--- src/rtl/sem_pkg.sv ---
package sem_pkg;

  // Latch ownership encoding
  typedef enum logic [1:0] {
    OWN_NONE = 2'b00,
    OWN_L    = 2'b01,
    OWN_R    = 2'b10
  } owner_e;

endpackage

--- src/rtl/sem_port_dec.sv ---
module sem_port_dec #(
  parameter int NUM_SEM = 8,
  parameter int IDX_W   = 3
) (
  input  logic               sem_n,
  input  logic               ce_n,
  input  logic               we_n,
  input  logic [IDX_W-1:0]   addr,
  output logic [NUM_SEM-1:0] wr_vec,
  output logic               rd_stb,
  output logic [IDX_W-1:0]   idx
);

  logic sel;

  // Semaphore space is live only while the memory enable is inactive
  assign sel    = !sem_n && ce_n;
  assign rd_stb = sel && we_n;
  assign idx    = addr;

  for (genvar g = 0; g < NUM_SEM; g++) begin : g_wr
    assign wr_vec[g] = sel && !we_n && (addr == IDX_W'(g));
  end

endmodule

--- src/rtl/sem_latch.sv ---
module sem_latch
  import sem_pkg::*;
(
  input  logic clk,
  input  logic rst_n,
  input  logic wr_l,
  input  logic wr_r,
  input  logic d_l,
  input  logic d_r,
  output logic view_l,
  output logic view_r
);

  logic   req_l_q, req_l_d;
  logic   req_r_q, req_r_d;
  owner_e own_q, own_d;

  // A request flag per side; ownership follows the flags
  always_comb begin
    req_l_d = wr_l ? ~d_l : req_l_q;
    req_r_d = wr_r ? ~d_r : req_r_q;
    unique case (own_q)
      OWN_L: begin
        if (req_l_d)      own_d = OWN_L;
        else if (req_r_d) own_d = OWN_R;
        else              own_d = OWN_NONE;
      end
      OWN_R: begin
        if (req_r_d)      own_d = OWN_R;
        else if (req_l_d) own_d = OWN_L;
        else              own_d = OWN_NONE;
      end
      default: begin
        // Free: fixed left priority on a tie
        if (req_l_d)      own_d = OWN_L;
        else if (req_r_d) own_d = OWN_R;
        else              own_d = OWN_NONE;
      end
    endcase
  end

  always_ff @(posedge clk or negedge rst_n) begin
    if (!rst_n) begin
      req_l_q <= 1'b0;
      req_r_q <= 1'b0;
      own_q   <= OWN_NONE;
    end else begin
      req_l_q <= req_l_d;
      req_r_q <= req_r_d;
      own_q   <= own_d;
    end
  end

  assign view_l = (own_q != OWN_L);
  assign view_r = (own_q != OWN_R);

endmodule

--- src/rtl/sem_rd_reg.sv ---
module sem_rd_reg #(
  parameter int NUM_SEM = 8,
  parameter int IDX_W   = 3,
  parameter int DATA_W  = 18
) (
  input  logic               clk,
  input  logic               rst_n,
  input  logic               rd_stb,
  input  logic [IDX_W-1:0]   idx,
  input  logic [NUM_SEM-1:0] views,
  output logic [DATA_W-1:0]  dout
);

  logic [DATA_W-1:0] dout_q, dout_d;

  always_comb begin
    dout_d = dout_q;
    if (rd_stb) dout_d = {DATA_W{views[idx]}};
  end

  always_ff @(posedge clk or negedge rst_n) begin
    if (!rst_n) dout_q <= '1;
    else        dout_q <= dout_d;
  end

  assign dout = dout_q;

endmodule

--- src/rtl/sem_bank.sv ---
module sem_bank #(
  parameter int NUM_SEM     = 8,
  parameter int DATA_W      = 18,
  parameter int PORT_ADDR_W = 15
) (
  input  logic                   clk,
  input  logic                   rst_n,
  input  logic                   lft_sem_n,
  input  logic                   lft_ce_n,
  input  logic                   lft_we_n,
  input  logic [PORT_ADDR_W-1:0] lft_addr,
  input  logic                   lft_din,
  output logic [DATA_W-1:0]      lft_dout,
  input  logic                   rgt_sem_n,
  input  logic                   rgt_ce_n,
  input  logic                   rgt_we_n,
  input  logic [PORT_ADDR_W-1:0] rgt_addr,
  input  logic                   rgt_din,
  output logic [DATA_W-1:0]      rgt_dout
);

  localparam int IDX_W = $clog2(NUM_SEM);

  logic [NUM_SEM-1:0] wr_l_vec, wr_r_vec;
  logic [NUM_SEM-1:0] view_l, view_r;
  logic               rd_l, rd_r;
  logic [IDX_W-1:0]   idx_l, idx_r;
  logic               unused_addr_hi;

  assign unused_addr_hi = ^{lft_addr[PORT_ADDR_W-1:IDX_W], rgt_addr[PORT_ADDR_W-1:IDX_W]};

  sem_port_dec #(.NUM_SEM(NUM_SEM), .IDX_W(IDX_W)) u_dec_l (
    .sem_n (lft_sem_n),
    .ce_n  (lft_ce_n),
    .we_n  (lft_we_n),
    .addr  (lft_addr[IDX_W-1:0]),
    .wr_vec(wr_l_vec),
    .rd_stb(rd_l),
    .idx   (idx_l)
  );

  sem_port_dec #(.NUM_SEM(NUM_SEM), .IDX_W(IDX_W)) u_dec_r (
    .sem_n (rgt_sem_n),
    .ce_n  (rgt_ce_n),
    .we_n  (rgt_we_n),
    .addr  (rgt_addr[IDX_W-1:0]),
    .wr_vec(wr_r_vec),
    .rd_stb(rd_r),
    .idx   (idx_r)
  );

  for (genvar g = 0; g < NUM_SEM; g++) begin : g_latch
    sem_latch u_latch (
      .clk   (clk),
      .rst_n (rst_n),
      .wr_l  (wr_l_vec[g]),
      .wr_r  (wr_r_vec[g]),
      .d_l   (lft_din),
      .d_r   (rgt_din),
      .view_l(view_l[g]),
      .view_r(view_r[g])
    );
  end

  sem_rd_reg #(.NUM_SEM(NUM_SEM), .IDX_W(IDX_W), .DATA_W(DATA_W)) u_rd_l (
    .clk   (clk),
    .rst_n (rst_n),
    .rd_stb(rd_l),
    .idx   (idx_l),
    .views (view_l),
    .dout  (lft_dout)
  );

  sem_rd_reg #(.NUM_SEM(NUM_SEM), .IDX_W(IDX_W), .DATA_W(DATA_W)) u_rd_r (
    .clk   (clk),
    .rst_n (rst_n),
    .rd_stb(rd_r),
    .idx   (idx_r),
    .views (view_r),
    .dout  (rgt_dout)
  );

endmodule

--- config.mk ---
export PLATFORM = sky130hd
export DESIGN_NAME = sem_bank
export DESIGN_NICKNAME = d
export VERILOG_FILES = /design/src/rtl/sem_pkg.sv /design/src/rtl/sem_port_dec.sv /design/src/rtl/sem_latch.sv /design/src/rtl/sem_rd_reg.sv /design/src/rtl/sem_bank.sv
export SDC_FILE = /design/constraint.sdc
export NUM_CORES = 1
export LEC_CHECK = 0
export ABC_AREA = 1
export BUFFER_PORTS_ARGS = -buffer_cell sky130_fd_sc_hd__buf_2
export CAP_MARGIN = 5
export CORE_MARGIN = 2
export CORE_UTILIZATION = 50
export CTS_BUF_LIST = sky130_fd_sc_hd__clkbuf_8
export DETAILED_ROUTE_END_ITERATION = 10
export GPL_TIMING_DRIVEN = 0
export PLACE_DENSITY_LB_ADDON = 0.05
export SYNTH_ARGS = -nofsm -noshare
export SYNTH_HDL_FRONTEND = slang
export SYNTH_SLANG_ARGS = --single-unit
--- constraint.sdc ---
create_clock -name clk -period 1.2 [get_ports clk]
set_input_delay 0.12 -clock clk [delete_from_list [all_inputs] [get_ports clk]]
set_output_delay 0.12 -clock clk [all_outputs]
set_load 0.1 [all_outputs]
# [Yosys cells after proc, flatten, opt, wreduce, memory -nomap -nowiden]
# Index checks and enable logic that the tools add are counted.
[word_totals] regBits=34 input_bits=40 out_inout_bits=36 word_cells=156
[op_classes] order_cmp=2 n_eq_ne=38 n_mux=60 n_bitwise=2 n_reduce_logical=28
[op_table] op="two-way mux 2 bit" count=32
[op_table] op="two-way mux 1 bit" count=26
[op_table] op="equality test 3 bit, second input constant" count=8
[op_table] op="logical AND 1 bit" count=22
[op_table] op="equality test 2 bit, second input constant" count=8
[op_table] op="inequality test 2 x 1 -> 1 bit, second input constant" count=8
[op_table] op="inequality test 2 bit, second input constant" count=8
[op_table] op="equality test 3 x 2 -> 1 bit, second input constant" count=4
[op_table] op="< comparator 3 x 4 -> 1 bit, second input constant" count=2
[op_table] op="binary-select mux 1 bit (select 3 bit)" count=2
[op_table] op="equality test 3 x 1 -> 1 bit, second input constant" count=2
[op_table] op="logical NOT 3 bit" count=2
[op_table] op="logical NOT 1 bit" count=4
[op_table] op="inverter 1 bit" count=2

# [Logic depth before layout (Yosys ltp)]
# Gate-level depths: netlist (run 1).
[depth] ltp_word=8 depth_mapped=9 mapped_depth_nobuf=9

# [Cells and area by module]
# From an unflattened synthesis (run 1), not the netlist that was laid out.
[hier_totals] cells_unflattened=324 area_unflattened_um2=2269.7
[modules_own_cells] module="sem_latch" instances=8 cells_per_inst=22 area_per_inst_um2=183.9 seq_area_each_um2=100.1
[modules_own_cells] module="sem_rd_reg" instances=2 cells_per_inst=46 area_per_inst_um2=266.5 seq_area_each_um2=26.3
[modules_own_cells] module="sem_port_dec" instances=2 cells_per_inst=28 area_per_inst_um2=132.6 seq_area_each_um2=0.0

# [Least setup slack after synthesis (run 1)]
# No wires, ideal clock.
[synth_path] kind="register to output" start="reg, netlist name u_rd_l.dout[0]" end="out lft_dout[10]" arrival_time_ns=1.387 required_time_ns=1.080 path_slack_ns=-0.307 stages_incl_launch_ff=2 path_buffers=1 path_cell_list="dfstp_2 > buf_4"
[synth_rtl] item="end: declaration" line="sem_bank.sv:13" rtl="output logic [DATA_W-1:0] lft_dout,"
# No word-level cell between the ends.

# [Worst setup path after layout (run 1)]
[layout_path] start="reg, netlist name u_rd_r.dout[0]" end="out rgt_dout[14]"
[layout_rtl] item="end: declaration" line="sem_bank.sv:19" rtl="output logic [DATA_W-1:0] rgt_dout"
# No word-level cell between the ends.

==> results of run 1 <==
==> worst max-delay path by stage <==
| stage | cells past startpoint | to | from | slack [ns] |
|---|---|---|---|---|
| after floorplan | 1 | lft_dout[10] | u_rd_l.dout[0] | -0.12 |
| after global placement | 2 | lft_dout[13] | u_rd_l.dout[0] | -0.22 |
| after detailed placement | 2 | rgt_dout[11] | u_rd_r.dout[0] | -0.24 |
| after CTS | 3 | rgt_dout[1] | u_rd_r.dout[0] | -0.28 |
| after global routing | 3 | rgt_dout[3] | u_rd_r.dout[0] | -0.30 |
| final | 3 | rgt_dout[14] | u_rd_r.dout[0] | -0.27 |
==> cells by family (layout without fill, tap and decap cells) <==
group | Yosys count | count (layout) | synth area share
AOI/OAI and AO/OA | 10 | 10 | 0.0246
and+or+nand+nor | 176 | 176 | 0.368
buffers and inverters | 90 | 155 | 0.218
DFF | 34 | 34 | 0.390
==> timing repair <==
action | 4_1_cts | 5_1_grt
gates resized for setup | 146 | 1
buffers inserted | 6 | 0
hold endpoints to repair | 32 | 0
hold buffers | 1 | 0
setup endpoints to repair | 36 | 36
==> layer usage <==
| metal | share of wire | up-vias | track usage |
|---|---|---|---|
| li1 | - | 1025 | - |
| met3 | 0.056 | 14 | 0.0476 |
| met1 | 0.41 | 938 | 0.336 |
| met4 | 0.027 | 0 | 0.0940 |
| met5 | 0 | - | 0 |
| met2 | 0.51 | 70 | 0.446 |
==> layout make-up <==
type,count,area (sq um)
fill,270,932
timing repair buffer,57,882
sequential,34,861
multi-input combinational,186,858
buffer,36,402
inverter,54,203
clock buffer,6,82.6
tap,52,65.1
clock inverter,2,8.76
==> stage by stage <==
stage	hold WS [ns]	utilization	TNS, ns
final	0.108	0.783	-9.11
after global routing	0.159	0.783	-10.26
after CTS	0.102	0.782	-9.21
after detailed placement	0.247	0.615	-8.25
after global placement	0.240	0.615	-7.81
after floorplan	-0.176	-	-3.96
==> state kept, by name, indices dropped and copies added, names as in the netlist <==
signal and count:
g_latch.u_latch.own_q 16, g_latch.u_latch.req_l_q 8, g_latch.u_latch.req_r_q 8, u_rd_l.dout 1, u_rd_r.dout 1
==> critical path, cell delays in order, from the launching register on <==
cell	delay, ns
dfstp_4	0.65
buf_12	0.14
buf_6	0.11
buf_12	0.16
==> placed cells by master (no fill, tap or decap), types with 5 or more instances in the layout <==
| cell type | count |
|---|---|
| o21ai_1 | 5 |
| buf_12 | 38 |
| buf_6 | 36 |
| buf_2 | 14 |
| inv_1 | 53 |
| nand2_1 | 106 |
| clkbuf_8 | 6 |
| nor2_1 | 24 |
| dfrtp_1 | 32 |
| nand3_1 | 24 |
==> power by group <==
part / total [W] / internal, W / leakage, nW / switching, W
Combinational: 0.00416 / 0.00160 / 1.39 / 0.00256
Sequential: 0.00144 / 0.00135 / 0.398 / 0.0000892
Clock: 0.000862 / 0.000454 / 0.0524 / 0.000407
==> summary.txt, run 1 <==
Place
  • Placer Congestion: 0.856
  • Dpl cell area: 0.00264 sq mm
  • Post-DP HPWL: about 3600 um
  • Post-Place Cells: 412
  • Port Buffers: 50
  • Setup WS pre-CTS: -0.237 ns

Detailed routing
  • 1st-pass router iterations: 4
  • Per-cell routed wire length: 13.5 um
  • Post-route ant nets: 0
  • DRT iter0 DRCs: approximately 150
  • Drt drc: 0
  • Via count: 2047
  • Post-Route WL: 5760 um
  • Drt via density: 4.79

Worst setup path
  • Reg2reg path depth: 4
  • Critical Path AT: 1.35 ns
  • Crit path max fanout: 9
  • CP endpoint kind: output port
  • Reg2Reg Setup Slack: 0.11 ns
  • Req. time, crit path: 1.08 ns
  • CP startpoint kind: register
  • Critical R2R Launch: u_rd_l.dout[0]
  • Reg2reg end: u_rd_l.dout[0]
  • Critical setup path kind: reg2out

CTS
  • Worst-Skew Late Latency: around 0.28 ns
  • # clock sinks: 34
  • H-tree levels: 2
  • Num CTS Buffers: 5
  • CTS Buffer Depth: 2
  • CTS tree: built
  • CTS clk-pin slew, worst paths: 0.07 ns
  • CTS root buffer: clkbuf_8

Die
  • Starting Density: 0.510
  • Die Span X: 70.2 um
  • Die area: between 0.004 and 0.005 sq mm
  • Die height: 70.2 um
  • I/O pin count: 76
  • Num rows: 24
  • CORE AREA: 0.00429 sq mm

Timing
  • RSZ-0062 raised after global routing: true
  • Fin. max-slew vios: 0
  • Final setup viols: 36
  • Final period util: 1.22
  • Tightest Pin Transition: 0.771 ns
  • Highest clock rate: 0.682 GHz
  • Final setup margin: -0.267 ns
  • Relative slew slack: 0.486
  • Tmin final: 1.47 ns
  • Clock Skew: 0.00366 ns
  • Final hold violation count: 0

GRT
  • Initial antenna violation count: 0
  • Largest net degree at the start of global routing: 35
  • First-pass GRT wire length: about 10000 um
  • GR Util All Layers: 0.263
  • GR Overflow Total: 0
  • Vias in the first global route: 2101

Power
  • LEAKAGE: 1.84 nW
  • PwrDens: 1920 mW/mm^2
  • Maximum VDD drop: about 1100 uV
  • PnR Total Power: 0.00646 W

Hold path
  • Worst min-delay path endpoint: u_rd_r.dout[0]
  • Hold_sp: rgt_sem_n
  • Worst hold path class: in2reg
  • Hold path cells: 4

Synth
  • Async SR Flop Fraction: 1.00
  • Top FF cell, synth: dfrtp_1
  • Synth unique cells: 23
  • Count leader, synth: nand2_1
  • Post-synth top area share: 0.366
  • Post-synth EDFFs: 0
  • Synthesized area: roughly 0.0022 sq mm
  • Post-synthesis sequential area ratio: 0.390
  • Commonest cells post-synth: nand2_1 (106), inv_1 (52), buf_4 (35)
  • Top cells by area, synth: dfrtp_1 (37%), nand2_1 (18%), buf_4 (12%)
  • Post-Syn Area per Cell: slightly above 7 sq um
  • #FFs+latches synth: 34
  • Area leader, netlist: dfrtp_1
  • Syn Nets: 350
  • Post-Synthesis Cells: 310
  • Yosys Warn Count: 0

Finish
  • Share of layout cells above drive strength 1: 0.317
  • Antenna fix cells: 0
  • NumNets Final: 414
  • Fin area: 0.00336 sq mm
  • Area added between synthesis and finish: 53.6%
  • Post-route insts no fill: 427

Outcome
  • Status: finished, violations left
  • Failing checks: setup timing

Run
  • Max-cap violations: 0
No activity file was read; power rests on OpenSTA's default activity.
==> inputs of run 2 (changes only) <==
CTS_BUF_LIST = default   (was sky130_fd_sc_hd__clkbuf_8)
SETUP_SLACK_MARGIN = 0.2   (was default)
==> summary.txt, run 2 (synthesis gave the netlist of run 1 again) <==
Outcome
  • Status: finished, violations left
  • Failing checks: hold timing, setup timing

Timing
  • Fin. max-slew vios: 0 (unchanged)
  • RSZ-0062 raised after global routing: true
  • Final period util: 1.24 (+0.0174)
  • Relative slew slack: 0.492 (+0.00594)
  • Clock Skew: 0.00650 ns (+0.00284 ns)
  • Tmin final: 1.49 ns (+0.0208 ns)
  • Final setup margin: -0.288 ns (-0.0208 ns)
  • Highest clock rate: 0.672 GHz (-1.4%)
  • Final setup viols: 36 (unchanged)
  • Tightest Pin Transition: 0.762 ns (-0.00890 ns)
  • Final hold violation count: 32 (+32)
  • Final hold slack: -0.109 ns (-0.218 ns)

Finish
  • Fillcell total: 270 (unchanged)
  • Share of layout cells above drive strength 1: 0.343 (+0.0258)
  • Area added between synthesis and finish: 54.4%
  • Antenna fix cells: 0 (unchanged)
  • Commonest cells after routing, fill and taps aside: nand2_1 (103), inv_1 (49), buf_12 (39)
  • Commonest non-fill, non-tap cell in the layout: nand2_1
  • Largest reg by FF count: g_latch.u_latch.own_q
  • Top flop regs: g_latch.u_latch.own_q: 16 flops, g_latch.u_latch.req_l_q: 8 flops, g_latch.u_latch.req_r_q: 8 flops
  • Fin area: 0.00338 sq mm (+0.48%)
  • Post-route core utilization: 0.787 (+0.00379)
  • Max FFs per register: 16 (unchanged)
  • NumNets Final: 412 (-0.48%)

Worst setup path
  • Cell family with most CP delay: flip-flops
  • CP endpoint: lft_dout[10]
  • Req. time, crit path: 1.08 ns (about the same)
  • Top cell by count, worst path: buf_12
  • Buf/Inv on CP: 3 (unchanged)
  • CP Cell Sequence: buf_12 > buf_6 > buf_12
  • Reg2Reg Setup Slack: 0.18 ns (+0.07 ns)
  • Crit path from: u_rd_l.dout[0]
  • Critical setup path kind: reg2out
  • CP startpoint kind: register
  • Critical R2R Launch: g_latch[4].u_latch.own_q[1]
  • Reg2reg path depth: 6 (+2)
  • Critical path's largest stage delay: 0.66 ns (about the same)
  • Crit path depth: 3 (unchanged)
  • Critical Path AT: 1.37 ns (+0.02 ns)
  • Crit path max fanout: 9 (unchanged)
  • CP max stage cell: dfstp_4
  • Reg2reg end: u_rd_l.dout[0]
  • CP endpoint kind: output port

Detailed routing
  • Per-cell routed wire length: 13.4 um (-0.47%)
  • Drt via density: 4.75 (-0.90%)
  • 1st-pass router iterations: 4 (unchanged)
  • Post-Route WL: 5700 um (-0.94%)
  • Drt drc: 0 (unchanged)
  • Via count: 2019 (-1.4%)
  • DRT iter0 DRCs: 136 (-6.2%)
  • Post-route ant nets: 0 (unchanged)

CTS
  • # clock sinks: 34 (unchanged)
  • CTS root buffer: clkbuf_8
  • Num CTS Buffers: 5 (unchanged)
  • CTS Buffer Depth: 2 (unchanged)
  • CTS clk-pin slew, worst paths: 0.07 ns (about the same)
  • H-tree levels: 2 (unchanged)
  • Worst-Skew Late Latency: 0.29 ns (about the same)
  • CTS tree: built

Power
  • PwrDens: 1920 mW/mm^2 (+0.14%)
  • Maximum VDD drop: 884 uV (-20%)
  • LEAKAGE: 1.83 nW (-0.57%)

Run
  • Max-cap violations: 0 (unchanged)

GRT
  • GR Overflow Total: 0 (unchanged)
  • GR Util All Layers: 0.253 (-0.00943)
  • Vias in the first global route: 2041 (-2.9%)
  • Largest net degree at the start of global routing: 35 (unchanged)
  • Initial antenna violation count: 0 (unchanged)
  • First-pass GRT wire length: 9740 um (-2.2%)

Die
  • CORE AREA: 0.00429 sq mm (unchanged)
  • Num rows: 24 (unchanged)
  • Die height: 70.2 um (unchanged)
  • Die Span X: 70.2 um (unchanged)
  • I/O pin count: 76 (unchanged)
  • Starting Density: 0.510 (unchanged)
  • Die area: 0.00492 sq mm (unchanged)

Place
  • Dpl cell area: 0.00264 sq mm (unchanged)
  • Port Buffers: 50 (unchanged)
  • Setup WS pre-CTS: -0.241 ns (-0.00395 ns)
  • Placer Congestion: 0.839 (-2.0%)
  • Post-DP HPWL: 3420 um (-4.0%)

Hold path
  • Worst hold path class: in2async
-- run 2: where the power goes --
part	internal, W	switching (W)	total (W)	leakage [nW]
clock network	0.000463	0.000419	0.000881	0.0482
registers	0.00135	0.0000987	0.00144	0.398
logic	0.00161	0.00257	0.00417	1.38
-- run 2: worst min-delay path by stage --
| stage | end | start | slack [ns] | cells past startpoint |
|---|---|---|---|---|
| after floorplan | g_latch[0].u_latch.own_q[0] | rst_n | -0.18 | 0 |
| after global placement | g_latch[4].u_latch.req_l_q | rst_n | 0.24 | 1 |
| after detailed placement | g_latch[4].u_latch.req_l_q | rst_n | 0.24 | 1 |
| after CTS | g_latch[4].u_latch.req_l_q | rst_n | -0.07 | 1 |
| after global routing | g_latch[4].u_latch.req_l_q | rst_n | -0.03 | 1 |
| final | g_latch[4].u_latch.req_l_q | rst_n | -0.11 | 1 |
-- run 2: area by class of cell --
| cell class | count | area [sq um] | area share |
|---|---|---|---|
| Buffer | 36 | 402 | 0.119 |
| Clock buffer | 7 | 86.3 | 0.0256 |
| Clock inverter | 1 | 5.00 | 0.00148 |
| Inverter | 54 | 203 | 0.0600 |
| Multi-Input combinational cell | 186 | 887 | 0.263 |
| Sequential cell | 34 | 861 | 0.255 |
| Tap cell | 52 | 65.1 | 0.0193 |
| Timing Repair Buffer | 55 | 870 | 0.257 |
-- run 2: worst register-to-register path: stages (launching register included) --
cell     delay (ns)
dfrtp_1        0.40
inv_1          0.09
nand2_1        0.07
a21oi_1        0.15
nand3_1        0.11
nand3_2        0.08
nand2_1        0.06
-- run 2: per-stage QoR --
step	power (W)	hold slack [ns]	instances	setup TNS [ns]
after floorplan	0.00415	-0.176	310	-3.96
after global placement	0.00450	0.238	412	-7.74
after detailed placement	0.00453	0.243	412	-8.26
after CTS	0.00643	-0.0731	425	-9.46
after global routing	0.00675	-0.0289	425	-10.75
final	0.00650	-0.109	425	-9.64
-- run 2: routing by layer --
layer	wire [um]	up-vias	global-route usage
li1	-	1018	-
met1	2410	945	0.334
met2	2950	49	0.423
met3	270	7	0.0462
met4	62	0	0.0791
met5	0	-	0
-- run 2: timing repair --
item	CTS	global route
pin swaps	0	7
endpoints found under the setup margin	36	44
endpoints found under the hold margin	32	32
gates resized for setup	147	12
buffers inserted	5	0
